==> config.mk <==
export PLATFORM = sky130hd
export DESIGN_NAME = hdr_guard_ctrl
export DESIGN_NICKNAME = d
export VERILOG_FILES = /design/src/rtl/hdr_guard_pkg.sv /design/src/rtl/hdr_guard_idle_timer.sv /design/src/rtl/hdr_guard_ready_cmp.sv /design/src/rtl/hdr_guard_evt_cnt.sv /design/src/rtl/hdr_guard_ctrl.sv
export SDC_FILE = /design/constraint.sdc
export NUM_CORES = 1
export LEC_CHECK = 0
export ABC_AREA = 1
export BUFFER_PORTS_ARGS = -buffer_cell sky130_fd_sc_hd__buf_4
export CAP_MARGIN = 20
export CORE_UTILIZATION = 45
export CTS_CLUSTER_DIAMETER = 60
export DETAILED_ROUTE_END_ITERATION = 6
export PLACE_DENSITY = 0.67
export SYNTH_ARGS = -nofsm -noshare
export SYNTH_HDL_FRONTEND = slang
export SYNTH_SLANG_ARGS = --single-unit
==> constraint.sdc <==
create_clock -name clk_i -period 1.9 [get_ports clk_i]
set_input_delay 0 -clock clk_i [delete_from_list [all_inputs] [get_ports clk_i]]
set_output_delay 0 -clock clk_i [all_outputs]
set_load 0.005 [all_outputs]
==> src/rtl/hdr_guard_pkg.sv <==
package hdr_guard_pkg;

    typedef enum logic [2:0] {
        ST_NORMAL   = 3'd0,
        ST_PRECHECK = 3'd1,
        ST_HDR      = 3'd2,
        ST_VERIFY   = 3'd3,
        ST_FALLBACK = 3'd4
    } hg_state_e;

    localparam logic [1:0] PUR_NATIVE_ONLY = 2'd2;

    // reason code: [3:2] class (1 bus, 2 target, 3 link), [1:0] subtype
    localparam logic [3:0] RSN_NONE           = 4'h0;
    localparam logic [3:0] RSN_BUS_PURITY     = 4'h4;
    localparam logic [3:0] RSN_BUS_NOT_IDLE   = 4'h5;
    localparam logic [3:0] RSN_BUS_IBI_STORM  = 4'h6;
    localparam logic [3:0] RSN_TGT_NOT_READY  = 4'h8;
    localparam logic [3:0] RSN_TGT_VERIFY     = 4'h9;
    localparam logic [3:0] RSN_TGT_VERIFY_TO  = 4'hA;
    localparam logic [3:0] RSN_LNK_ERRORS     = 4'hC;
    localparam logic [3:0] RSN_LNK_SHORT_TO   = 4'hD;
    localparam logic [3:0] RSN_LNK_LONG_TO    = 4'hE;

endpackage

==> src/rtl/hdr_guard_idle_timer.sv <==
module hdr_guard_idle_timer #(
    parameter int GUARD_CYC = 3
) (
    input  logic clk_i,
    input  logic rst_ni,
    input  logic bus_idle_i,
    output logic idle_ok_o
);
    localparam int CW = $clog2(GUARD_CYC + 1);
    localparam logic [CW-1:0] CMAX = CW'(GUARD_CYC);

    logic [CW-1:0] cnt_d, cnt_q;

    always_comb begin
        cnt_d = cnt_q;
        if (!bus_idle_i) begin
            cnt_d = '0;
        end else if (cnt_q != CMAX) begin
            cnt_d = cnt_q + 1'b1;
        end
    end

    always_ff @(posedge clk_i or negedge rst_ni) begin
        if (!rst_ni) begin
            cnt_q <= '0;
        end else begin
            cnt_q <= cnt_d;
        end
    end

    assign idle_ok_o = (cnt_q == CMAX);

    // proven idle implies the bus was idle on the previous edge
    a_r3_guard_held: assert property (@(posedge clk_i) disable iff (!rst_ni)
        idle_ok_o |-> $past(bus_idle_i));

endmodule

==> src/rtl/hdr_guard_ready_cmp.sv <==
module hdr_guard_ready_cmp #(
    parameter int N_TGT = 4
) (
    input  logic [N_TGT-1:0] ready_i,
    input  logic [N_TGT-1:0] crit_i,
    output logic [N_TGT-1:0] missing_o,
    output logic             covered_o
);
    genvar g;
    generate
        for (g = 0; g < N_TGT; g++) begin : g_bit
            assign missing_o[g] = crit_i[g] & ~ready_i[g];
        end
    endgenerate

    assign covered_o = (missing_o == '0);

    // covered means no critical target lacks ready
    always_comb begin
        a_r6_cover_consistent: assert (!covered_o || ((crit_i & ~ready_i) == '0));
    end

endmodule

==> src/rtl/hdr_guard_evt_cnt.sv <==
module hdr_guard_evt_cnt #(
    parameter int LIM = 2
) (
    input  logic clk_i,
    input  logic rst_ni,
    input  logic clr_i,
    input  logic inc_i,
    output logic at_lim_o
);
    localparam int CW = $clog2(LIM + 1);
    localparam logic [CW-1:0] CMAX = CW'(LIM);

    logic [CW-1:0] cnt_d, cnt_q;

    always_comb begin
        cnt_d = cnt_q;
        if (clr_i) begin
            cnt_d = '0;
        end else if (inc_i && cnt_q != CMAX) begin
            cnt_d = cnt_q + 1'b1;
        end
    end

    always_ff @(posedge clk_i or negedge rst_ni) begin
        if (!rst_ni) begin
            cnt_q <= '0;
        end else begin
            cnt_q <= cnt_d;
        end
    end

    assign at_lim_o = (cnt_q == CMAX);

    // the limit is reached only through a counted event
    a_r8_lim_by_event: assert property (@(posedge clk_i) disable iff (!rst_ni)
        $rose(at_lim_o) |-> $past(inc_i));

endmodule

==> src/rtl/hdr_guard_ctrl.sv <==
module hdr_guard_ctrl
    import hdr_guard_pkg::*;
#(
    parameter int N_TGT           = 4,
    parameter int SEG_W           = 3,
    parameter int GUARD_CYC       = 3,
    parameter int ENTRY_BUDGET    = 4,
    parameter int ENTRY_RETRIES   = 1,
    parameter int LINK_RETRY_LIM  = 2,
    parameter int SHORT_RETRY_LIM = 1,
    parameter int VERIFY_BUDGET   = 8,
    parameter int TTS_W           = 16,
    parameter int REC_W           = 8
) (
    input  logic             clk_i,
    input  logic             rst_ni,
    input  logic [SEG_W-1:0] seg_id_i,
    input  logic             gate_allow_i,
    input  logic [1:0]       purity_i,
    input  logic             bus_idle_i,
    input  logic             ibi_storm_i,
    input  logic [N_TGT-1:0] ready_mask_i,
    input  logic [N_TGT-1:0] crit_mask_i,
    input  logic             err_crc_i,
    input  logic             err_retry_i,
    input  logic             to_short_i,
    input  logic             to_long_i,
    input  logic             exit_req_i,
    input  logic             verify_done_i,
    input  logic             verify_pass_i,
    output logic [2:0]       mode_o,
    output logic             hdr_en_o,
    output logic [3:0]       reason_o,
    output logic [SEG_W-1:0] reason_seg_o,
    output logic [REC_W-1:0] reason_cnt_o,
    output logic [N_TGT-1:0] missing_o,
    output logic             rediscover_o,
    output logic [TTS_W-1:0] time_to_stable_o
);
    localparam int TW = $clog2(ENTRY_BUDGET);
    localparam int RW = $clog2(ENTRY_RETRIES + 1);
    localparam logic [TW-1:0]    TMR_LAST = TW'(ENTRY_BUDGET - 1);
    localparam logic [RW-1:0]    RTRY_MAX = RW'(ENTRY_RETRIES);
    localparam logic [TTS_W-1:0] VFY_LAST = TTS_W'(VERIFY_BUDGET - 1);

    typedef struct packed {
        hg_state_e         st;
        logic [TW-1:0]     tmr;
        logic [RW-1:0]     rtry;
        logic [TTS_W-1:0]  tts;
        logic [TTS_W-1:0]  tts_out;
        logic [3:0]        rsn;
        logic [SEG_W-1:0]  rsn_seg;
        logic [REC_W-1:0]  rsn_cnt;
        logic [N_TGT-1:0]  miss;
        logic              redisc;
        logic              gate;
    } ctrl_t;

    ctrl_t q, n;

    logic             idle_ok;
    logic [N_TGT-1:0] missing;
    logic             covered;
    logic             in_hdr;
    logic             link_inc, short_inc;
    logic             link_at_lim, short_at_lim;
    logic             pre_pass;

    hdr_guard_idle_timer #(.GUARD_CYC(GUARD_CYC)) i_idle (
        .clk_i      (clk_i),
        .rst_ni     (rst_ni),
        .bus_idle_i (bus_idle_i),
        .idle_ok_o  (idle_ok)
    );

    hdr_guard_ready_cmp #(.N_TGT(N_TGT)) i_ready (
        .ready_i   (ready_mask_i),
        .crit_i    (crit_mask_i),
        .missing_o (missing),
        .covered_o (covered)
    );

    assign in_hdr    = (q.st == ST_HDR);
    assign link_inc  = in_hdr & (err_crc_i | err_retry_i);
    assign short_inc = in_hdr & to_short_i;

    hdr_guard_evt_cnt #(.LIM(LINK_RETRY_LIM)) i_link_cnt (
        .clk_i    (clk_i),
        .rst_ni   (rst_ni),
        .clr_i    (~in_hdr),
        .inc_i    (link_inc),
        .at_lim_o (link_at_lim)
    );

    hdr_guard_evt_cnt #(.LIM(SHORT_RETRY_LIM)) i_short_cnt (
        .clk_i    (clk_i),
        .rst_ni   (rst_ni),
        .clr_i    (~in_hdr),
        .inc_i    (short_inc),
        .at_lim_o (short_at_lim)
    );

    assign pre_pass = idle_ok & ~ibi_storm_i & covered;

    always_comb begin
        n        = q;
        n.gate   = gate_allow_i;
        n.redisc = 1'b0;
        unique case (q.st)
            ST_NORMAL: begin
                n.tmr  = '0;
                n.rtry = '0;
                if (gate_allow_i && !q.gate) begin
                    n.st      = ST_PRECHECK;
                    n.rsn     = RSN_NONE;
                    n.rsn_cnt = '0;
                    n.rsn_seg = seg_id_i;
                end
            end
            ST_PRECHECK: begin
                n.miss = missing;
                if (purity_i != PUR_NATIVE_ONLY) begin
                    n.st      = ST_FALLBACK;
                    n.rsn     = RSN_BUS_PURITY;
                    n.rsn_cnt = REC_W'(q.rtry);
                    n.rsn_seg = seg_id_i;
                end else if (pre_pass) begin
                    n.st = ST_HDR;
                end else if (q.tmr == TMR_LAST) begin
                    if (q.rtry != RTRY_MAX) begin
                        n.rtry = q.rtry + 1'b1;
                        n.tmr  = '0;
                    end else begin
                        n.st      = ST_FALLBACK;
                        n.rsn_cnt = REC_W'(q.rtry);
                        n.rsn_seg = seg_id_i;
                        if (!covered) begin
                            n.rsn = RSN_TGT_NOT_READY;
                        end else if (ibi_storm_i) begin
                            n.rsn = RSN_BUS_IBI_STORM;
                        end else begin
                            n.rsn = RSN_BUS_NOT_IDLE;
                        end
                    end
                end else begin
                    n.tmr = q.tmr + 1'b1;
                end
            end
            ST_HDR: begin
                n.tts = '0;
                if (to_long_i) begin
                    n.st      = ST_VERIFY;
                    n.rsn     = RSN_LNK_LONG_TO;
                    n.rsn_cnt = '0;
                    n.rsn_seg = seg_id_i;
                end else if (link_inc && link_at_lim) begin
                    n.st      = ST_VERIFY;
                    n.rsn     = RSN_LNK_ERRORS;
                    n.rsn_cnt = REC_W'(LINK_RETRY_LIM);
                    n.rsn_seg = seg_id_i;
                end else if (short_inc && short_at_lim) begin
                    n.st      = ST_VERIFY;
                    n.rsn     = RSN_LNK_SHORT_TO;
                    n.rsn_cnt = REC_W'(SHORT_RETRY_LIM);
                    n.rsn_seg = seg_id_i;
                end else if (exit_req_i) begin
                    n.st = ST_VERIFY;
                end
            end
            ST_VERIFY: begin
                if (verify_done_i) begin
                    if (verify_pass_i && bus_idle_i) begin
                        n.st      = ST_NORMAL;
                        n.tts_out = q.tts + 1'b1;
                    end else begin
                        n.st      = ST_FALLBACK;
                        n.redisc  = 1'b1;
                        n.rsn_seg = seg_id_i;
                        n.rsn     = verify_pass_i ? RSN_BUS_NOT_IDLE : RSN_TGT_VERIFY;
                    end
                end else if (q.tts == VFY_LAST) begin
                    n.st      = ST_FALLBACK;
                    n.redisc  = 1'b1;
                    n.rsn_seg = seg_id_i;
                    n.rsn     = RSN_TGT_VERIFY_TO;
                end else begin
                    n.tts = q.tts + 1'b1;
                end
            end
            ST_FALLBACK: begin
                if (bus_idle_i) begin
                    n.st = ST_NORMAL;
                end
            end
            default: n.st = ST_NORMAL;
        endcase
    end

    always_ff @(posedge clk_i or negedge rst_ni) begin
        if (!rst_ni) begin
            q <= '{st: ST_NORMAL, default: '0};
        end else begin
            q <= n;
        end
    end

    assign mode_o           = q.st;
    assign hdr_en_o         = in_hdr;
    assign reason_o         = q.rsn;
    assign reason_seg_o     = q.rsn_seg;
    assign reason_cnt_o     = q.rsn_cnt;
    assign missing_o        = q.miss;
    assign rediscover_o     = q.redisc;
    assign time_to_stable_o = q.tts_out;

    // HDR is only entered from a precheck whose proofs all held
    a_r4_entry_proven: assert property (@(posedge clk_i) disable iff (!rst_ni)
        $rose(hdr_en_o) |-> $past(q.st == ST_PRECHECK && purity_i == PUR_NATIVE_ONLY
                                  && idle_ok && !ibi_storm_i && covered));

    // precheck is only reached from Normal
    a_r2_precheck_from_normal: assert property (@(posedge clk_i) disable iff (!rst_ni)
        (q.st == ST_PRECHECK && $past(q.st) != ST_PRECHECK) |-> $past(q.st == ST_NORMAL && gate_allow_i));

    // verify hands back to Normal only on a passing, idle result
    a_r10_verify_gate: assert property (@(posedge clk_i) disable iff (!rst_ni)
        (q.st == ST_NORMAL && $past(q.st) == ST_VERIFY) |-> $past(verify_done_i && verify_pass_i && bus_idle_i));

    // rediscovery request is a single pulse during Fallback
    a_r11_redisc_in_fallback: assert property (@(posedge clk_i) disable iff (!rst_ni)
        rediscover_o |-> (mode_o == 3'd4));
    a_r11_redisc_pulse: assert property (@(posedge clk_i) disable iff (!rst_ni)
        rediscover_o |=> !rediscover_o);

    // Fallback leaves only towards Normal
    a_r12_fallback_exit: assert property (@(posedge clk_i) disable iff (!rst_ni)
        (q.st == ST_FALLBACK) |=> (q.st == ST_FALLBACK || q.st == ST_NORMAL));

endmodule

After elaboration in Yosys (flattened, before gate mapping)
Cells that the tools add are included.
Cells by class
  add/sub/neg operators: 6
  equal/unequal tests: 31
  muxes and demuxes: 49
  bitwise gates (word level): 15
  reduce and logical (&&, ||, !) cells: 20
Operators by type and width (number)
  $mux W15: 8
  $mux W3: 16
  $mux W16: 2
  $pmux W16 S2: 1
  $pmux W7 S4: 1
  $pmux W8 S3: 1
  $mux W7: 3
  $ne A2 B2 Y1 const B: 10
  $ne A3 B3 Y1 const B: 6
  $add A16 B1 Y16 const B: 1
  $eq A16 B3 Y1 const B: 1
  $pmux W3 S5: 1
  $mux W2: 6
  $reduce_and A6 Y1: 2
  $and A1 B1 Y1: 8
  $mux W4: 2
  $ne A4 B4 Y1 const B: 2
  $reduce_and A4 Y1: 2
  $reduce_and A8 Y1: 1
  $mux W1: 7
  $add A2 B1 Y2 const B: 3
  $eq A2 B2 Y1 const B: 3
  $eq A3 B2 Y1 const B: 2
  $logic_and A1 B1 Y1: 6
  other kinds (16): 26
Word-level totals
  bits in registers: 64
  bits of input ports: 25
  output and inout port bits: 40
  logic and storage cells: 135

Depth between registers and ports, before layout
Gate-level depths: netlist of run 1.
  word-level depth: 9
  depth in mapped cells: 12

Modules after synthesis
Synthesis of run 1 repeated with hierarchy kept, for this count alone.
Unflattened totals
  cells, all modules: 433
  area, all modules: 3304.4 um2
Modules (own cells, without submodules)
  hdr_guard_ctrl: instances 1, cells an instance 388, area each 2994.1 um2
  hdr_guard_evt_cnt (i_link_cnt): instances 1, cells an instance 16, area each 118.9 um2
  hdr_guard_idle_timer: instances 1, cells an instance 11, area each 97.6 um2
  hdr_guard_ready_cmp: instances 1, cells an instance 15, area each 61.3 um2
  hdr_guard_evt_cnt (i_short_cnt): instances 1, cells an instance 3, area each 32.5 um2

Worst setup path before layout of run 1
Ideal clock, no wire load.
  path kind: reg-to-reg
  from: register q[37] in the netlist's numbering
  to: register q[41] in the netlist's numbering
  library setup time: 0.137 ns
  arrival: 1.408 ns
  data required time: 1.763 ns
  slack: 0.355 ns
  stages on the path, launching flop included: 10
  buffers on the path: 0
  clock period less this slack: 1.545 ns
  cell sequence: dfrtp_1 ha_1 nand2_1 inv_1 nand2_1 nor2_1 nand2_1 nand2_1 a21oi_1 o21ai_0
On the way
  cells in the longest elaborated chain, start to end: 4
Ends and longest elaborated chain
  start: declaration: line hdr_guard_ctrl.sv:60  | ctrl_t q, n;
  start signal: assignment: line hdr_guard_ctrl.sv:204  | q <= n;
  $add A16 B1 Y16: line hdr_guard_ctrl.sv:188  | n.tts = q.tts + 1'b1;
  $mux W16: line hdr_guard_ctrl.sv:182  | end else if (q.tts == VFY_LAST) begin
  $mux W16: line hdr_guard_ctrl.sv:172  | if (verify_done_i) begin
  $pmux W16 S2: line hdr_guard_ctrl.sv:110  | unique case (q.st)
Parallel ways exist; a longest one is shown, timed or not. The select of a mux whose other input is x is not followed.
A chain may end at the register's enable or synchronous reset.

Worst setup path in the final report of run 1
  from: register q (netlist bit mode_o[2])
  to: register q (netlist bit time_to_stable_o[5])
On the way
  cells in the longest elaborated chain, start to end: 2
Ends and longest elaborated chain (line)
  $eq A3 B2 Y1: hdr_guard_ctrl.sv:110
  $reduce_and A3 Y1 (no source line)
Every way passes these cells.

==> out/metrics.yaml, run 1 <==
power_and_ir_drop:
  ir_drop_mv: 0.610
  power_w: 0.00370
  p_seq_share_pct: 43.1
  power_frac_clock_pct: 26.2
  internal-power_w: 0.00246
  sw_frac_of_total_pct: 33.5
  p_per_area_nw_per_um2: 927
  leakage_nw: 2.09
  p_sw_w: 0.00124
  combPwrFrac_pct: 30.7
route:
  wl_per_cell_um: 12.9
  routed_wl_um: 7620
  vias: 2897
  route.detailed.drc: 0
  via_per_inst: 4.89
  drt_iter0_drc: 198
  ant_nets: 0
  drt_pass1_iterations: 5
sta:
  layout_min_cycle_time_ps: 1770
  hold_viol: 0
  finalWorstSetupSlack_ps: 129
  fin_setup_tns_ps: 0
  skew_ps: 8.46
  maxSlewViolCount: 0
  fmax_mhz: 565
  setup_violations: 0
  period_share_pct: 93.2
  fin_hold_ws_ps: 11.6
  slew_headroom_pct: 51.5
  rsz0062_at_grt: "no"
  worstMarginPinSlew_ps: 727
placement:
  numPortBuffers: 58
  hpwl_um: 5420
  gp_congestion: 0.926
  preCtsSetupSlack_ps: 89.5
layout:
  antenna_cells: 0
  mostFrequentLayoutCells: "nand2_1, buf_4, dfrtp_1"
  syn2layout_area_growth_pct: 20.0
  drive_gt1_share_pct: 19.6
  nets: 523
  layout_commonest_cell: "nand2_1"
  fill_cells: 696
synth:
  synthesis.instances: 438
  ys_top_cells_by_area: "dfrtp_1, nand2_1, buf_4"
  synth_top_cell_by_area: "dfrtp_1"
  avgSynthCellArea_um2: 7.59
  synth_seq_cells: 58
  synthesis.area_um2: 3330
  yosys.area.top_type_share_pct: 43.6
  seq_area_frac_synth_pct: 43.6
  ys_warn_count: 0
  ys_types: 32
die:
  die_h_um: 88.0
  dieArea_um2: 7740
  rows: 30
  fp.dieW_um: 88.0
  initial_core_util_pct: 47.6
  ioPinCount: 65
  core-area_um2: 6980
clock_network:
  clock_path_buffers: 2
  cts_buffers: 9
  htreeDepth: 3
  tritoncts: "built"
  insertion_delay_ps: 330
  path_clk_slew_ps: 60
  cts_sinks: 58
  cts-root-buf: "clkbuf_8"
critical_path:
  crit_required_ps: 2150
  critPathKind: "reg2reg"
  r2r_slack_ps: 130
  r2r_end: "time_to_stable_o[5]"
  cp.arrival_ps: 2020
  critPathMaxFanout: 10
  endpoint_kind: "register"
  r2r_start: "mode_o[2]"
  reg2reg_depth: 5
  start_kind: "register"
flow_run:
  maxCapViolCount: 0
grt:
  use_met1_pct: 29.8
  grt_pass1_vias: 2731
  grt_overflow: 0
  met2_usage_pct: 32.8
  grt_pass1_wl_um: 12700
  grt_use_total_pct: 21.4
  grtUsageMet3_pct: 4.15
  busiest_layer: "met2"
  grt_max_degree: 59
  antenna_found_initial: 0
worst_hold_path:
  worstHoldEndpoint: "q[53]"
  hold_depth: 4
  holdCritStartpoint: "purity_i[0]"
  hp-class: "in2reg"
outcome:
  status: "complete, no violations"
cell usage after synthesis:
master,n
a21boi_0,1
a21oi_1,7
a31oi_1,3
and2_4,1
buf_2,2
buf_4,38
buf_6,1
clkbuf_1,3
conb_1,1
dfrtp_1,58
ha_1,4
inv_1,41
inv_2,2
nand2_1,134
nand2_2,1
nand2_4,2
nand2_8,1
nand3_1,34
nand3_2,1
nand3b_1,2
nand4_1,6
nor2_1,36
nor2_2,2
nor2_4,3
nor3_1,6
o211ai_1,2
o21ai_0,34
o21ai_1,3
o31ai_1,1
or2_2,1
xnor2_1,3
xor2_1,4
metal layers:
layer / wire [µm] / share of wire (%)
met1: 3640 / 48
met2: 3490 / 46
met3: 425 / 5.6
met4: 64 / 0.84
met5: 0 / 0
power groups by stage:
stage	clock network [W]	logic (W)	registers (W)
after floorplan	0	0.000875	0.00157
after global placement	0	0.00108	0.00159
after detailed placement	0	0.00112	0.00160
after CTS	0.000991	0.00114	0.00158
after global routing	0.00105	0.00130	0.00162
final	0.000968	0.00114	0.00159
per-stage QoR:
step	util, %	area (µm²)	cells
CTS	56.6	3950	589
detailed placement	52.1	3630	560
global placement	52.1	3630	560
global route	57.2	3990	592
floorplan	-	3340	443
finish	57.2	3990	592
layout make-up:
type / instances / area [µm²] / share of cell area [%]
well taps: 96 / 120 / 3.01
repair buffers: 83 / 663 / 16.6
inverters: 43 / 165 / 4.14
flip-flops and latches: 58 / 1450 / 36.4
multi-input cells: 298 / 1420 / 35.7
repair inverters: 1 / 7.51 / 0.188
clock buffers: 13 / 159 / 3.98
cell families (layout without fill, tap and decap cells):
group / Yosys count / after routing / share of synthesized area, %
other: 1 / 6 / 0.113
flip-flops: 58 / 58 / 43.6
buffers and inverters: 87 / 140 / 14.4
XOR/XNOR: 7 / 7 / 1.84
adder cells (fa/ha/maj): 4 / 4 / 1.50
AO/OA/AOI/OAI: 51 / 51 / 8.09
AND/OR/NAND/NOR: 230 / 230 / 30.4
worst max-delay path by stage:
stage	start	endpoint	slack, ps	cells past startpoint
4_1_cts	mode_o[0]	reason_o[1]	80	8
3_5_place_dp	mode_o[0]	reason_o[1]	90	8
6_report	mode_o[2]	time_to_stable_o[5]	130	5
5_1_grt	q[37]	q[48]	10	7
3_3_place_gp	mode_o[0]	reason_o[3]	100	8
2_1_floorplan	q[37]	q[41]	350	9
sequential cells by signal, summed over array words and instances, names as in the netlist:
name                  count
i_short_cnt.at_lim_o      1
i_idle.cnt_q              2
rediscover_o              1
reason_seg_o              3
i_link_cnt.cnt_q          2
reason_cnt_o              2
q                        20
missing_o                 4
reason_o                  4
time_to_stable_o         16
mode_o                    3
repair_timing:
action,4_1_cts,5_1_grt
hold buffers,16,0
hold endpoints to repair,71,0
resized for setup,0,6
buffers inserted,0,2
setup endpoints to repair,0,10
worst max-delay path: stages, from the launching register on:
cell and delay, ps:
dfrtp_1 500, nor2_4 250, nand2_4 100, nor2_2 290, clkinvlp_4 330, o21ai_0 220
(Power assumes the default switching activity.)
==> run 2, diff against run 1 <==
Settings changed: CELL_PAD_IN_SITES_DETAIL_PLACEMENT set to 0, CELL_PAD_IN_SITES_GLOBAL_PLACEMENT set to 1, CORE_UTILIZATION 45 to 40, PLACE_DENSITY 0.67 to unset, PLACE_DENSITY_LB_ADDON set to 0.1.
==> run 2 against run 1 <==
Compared with the run above:
- final cell count increased by 1.7%
- maximum frequency rose by 5.0%
- sequential share of layout area fell by 0.92 points
- non-clock buffer count rose by 2
- design area up 2.6%
- sequential power hardly changed
- global-route usage fell by 1.2 points
- via count down 1.0%
- utilization is 5.2 points lower
- clock-buffer cell count decreased by 2
- die area rose by 12%
==> out/metrics.yaml, run 2 (synthesized netlist as in run 1, its figures left out) <==
layout:
  layout_commonest_cell: "nand2_1"
  fin_cells: 602
  largest_register_ffs: 20
  fill_cells: 780
  nets: 524
  mostFrequentLayoutCells: "nand2_1, buf_4, dfrtp_1"
  antenna_cells: 0
  post-route-util_pct: 51.9
  drive_gt1_share_pct: 20.0
  regMostFlops: "q"
  syn2layout_area_growth_pct: 23.1
critical_path:
  cpMostUsedCell: "nand2_1"
  cp.arrival_ps: 1910
  cp_slowest_cell: "dfrtp_2"
  endpoint_kind: "register"
  critPathKind: "reg2reg"
  start_kind: "register"
  crit_chain: "nor2_4 > nand4_1 > nand3_1 > nand2_1 > nor2_4 > nand2_8 > nand2_1 > nand2_1"
  crit_required_ps: 2120
  critPathMaxFanout: 8
  slowest_delay_ps: 480
placement:
  preCtsSetupSlack_ps: 106
  numPortBuffers: 58
  hpwl_um: 5700
  placedCellCount: 569
  gp_congestion: 0.810
clock_network:
  cts_sinks: 58
  htreeDepth: 3
  tritoncts: "built"
  clock_path_buffers: 2
  path_clk_slew_ps: 70
  insertion_delay_ps: 340
  cts_buffers: 9
  cts-root-buf: "clkbuf_8"
sta:
  maxSlewViolCount: 0
  finalWorstSetupSlack_ps: 213
  fin_setup_tns_ps: 0
  slew_headroom_pct: 49.1
  fmax_mhz: 593
  rsz0062_at_grt: "no"
  layout_min_cycle_time_ps: 1690
  worstMarginPinSlew_ps: 764
  skew_ps: 11.5
  setup_violations: 0
  period_share_pct: 88.8
  hold_viol: 0
grt:
  grt_pass1_wl_um: 13500
  grt_overflow: 0
  grt_pass1_vias: 2814
  grt_max_degree: 59
  grt_use_total_pct: 20.2
  antenna_found_initial: 0
power_and_ir_drop:
  p_sw_w: 0.00129
  p_seq_share_pct: 37.4
  combPwrFrac_pct: 28.1
  power_frac_clock_pct: 34.5
  ir_drop_mv: 0.453
  leakage_nw: 2.15
  sw_frac_of_total_pct: 30.9
  internal-power_w: 0.00289
  p_per_area_nw_per_um2: 1020
die:
  ioPinCount: 65
  dieArea_um2: 8680
  rows: 32
  fp.dieW_um: 93.2
  initial_core_util_pct: 42.2
  core-area_um2: 7890
  die_h_um: 93.2
worst_hold_path:
  hp-class: "in2reg"
route:
  ant_nets: 0
  wl_per_cell_um: 12.8
  drt_pass1_iterations: 4
  routed_wl_um: 7730
  via_per_inst: 4.76
  vias: 2867
  route.detailed.drc: 0
  drt_iter0_drc: 107
flow_run:
  maxCapViolCount: 0
outcome:
  status: "complete, no violations"
## run 2: cell count changes in the layout (fill, tap and decap cells not counted), sizes merged
cell and delta:
inv +1, dlygate4sd3 +1, buf +1, clkbuf -2, bufinv +3, clkinvlp -2, clkinv +2
## run 2: critical path: cells and delay by family, from the launching register on
kind	cells	cell delay (ps)
and+or+nand+nor	8	1090
DFF	1	480
## run 2: metal layers
layer  global-route usage [%]  share of wire (%)  routed length [µm]  vias up
met5                        0                  0                   0        -
met4                     6.15                1.2                  93        0
met3                     4.96                5.4                 415        9
met2                     30.2                 43                3340       82
li1                         -                  -                   -     1467
met1                     28.7                 50                3880     1309
## run 2: power by group through the flow
stage                     Sequential [W]  Clock (W)  Combinational (W)
final                            0.00156    0.00144            0.00118
after global routing             0.00159    0.00154            0.00137
after CTS                        0.00156    0.00147            0.00119
after detailed placement         0.00158          0            0.00116
after global placement           0.00157          0            0.00116
after floorplan                  0.00157          0           0.000875
## run 2: worst paths after layout
kind | from | end | slack, ps | cells after the start
setup / recovery | mode_o[2] | reason_o[2] | 210 | 8
max in group asynchronous | rst_ni | mode_o[2] | 1070 | 2
hold reg to reg | reason_seg_o[1] | reason_seg_o[1] | 470 | 2
min in group asynchronous | rst_ni | time_to_stable_o[11] | 280 | 2
hold / removal | verify_pass_i | reason_o[2] | 70 | 5
setup reg to reg | mode_o[2] | reason_o[2] | 210 | 8
## run 2: what timing repair did
action,in CTS,in global routing
buffers inserted,0,0
hold endpoints to repair,72,0
hold buffers,17,0
endpoints found under the setup margin,0,14
gates resized for setup,0,3
## run 2: area by class of cell
class	instances	area [µm²]	share of cell area, %
Sequential cell	58	1450	35.5
Multi-Input combinational cell	298	1420	34.7
Clock buffer	11	151	3.70
Clock inverter	5	100	2.44
Inverter	43	161	3.94
Timing Repair Buffer	85	681	16.6
Tap cell	102	128	3.12
## run 2: per-stage QoR
| step | cell area [µm²] | hold WS, ps | total power [W] |
|---|---|---|---|
| after floorplan | 3340 | -296 | 0.00244 |
| after global placement | 3660 | 122 | 0.00273 |
| after detailed placement | 3660 | 126 | 0.00274 |
| after CTS | 4090 | 58.9 | 0.00422 |
| after global routing | 4100 | 90.1 | 0.00450 |
| final | 4100 | 73.0 | 0.00418 |
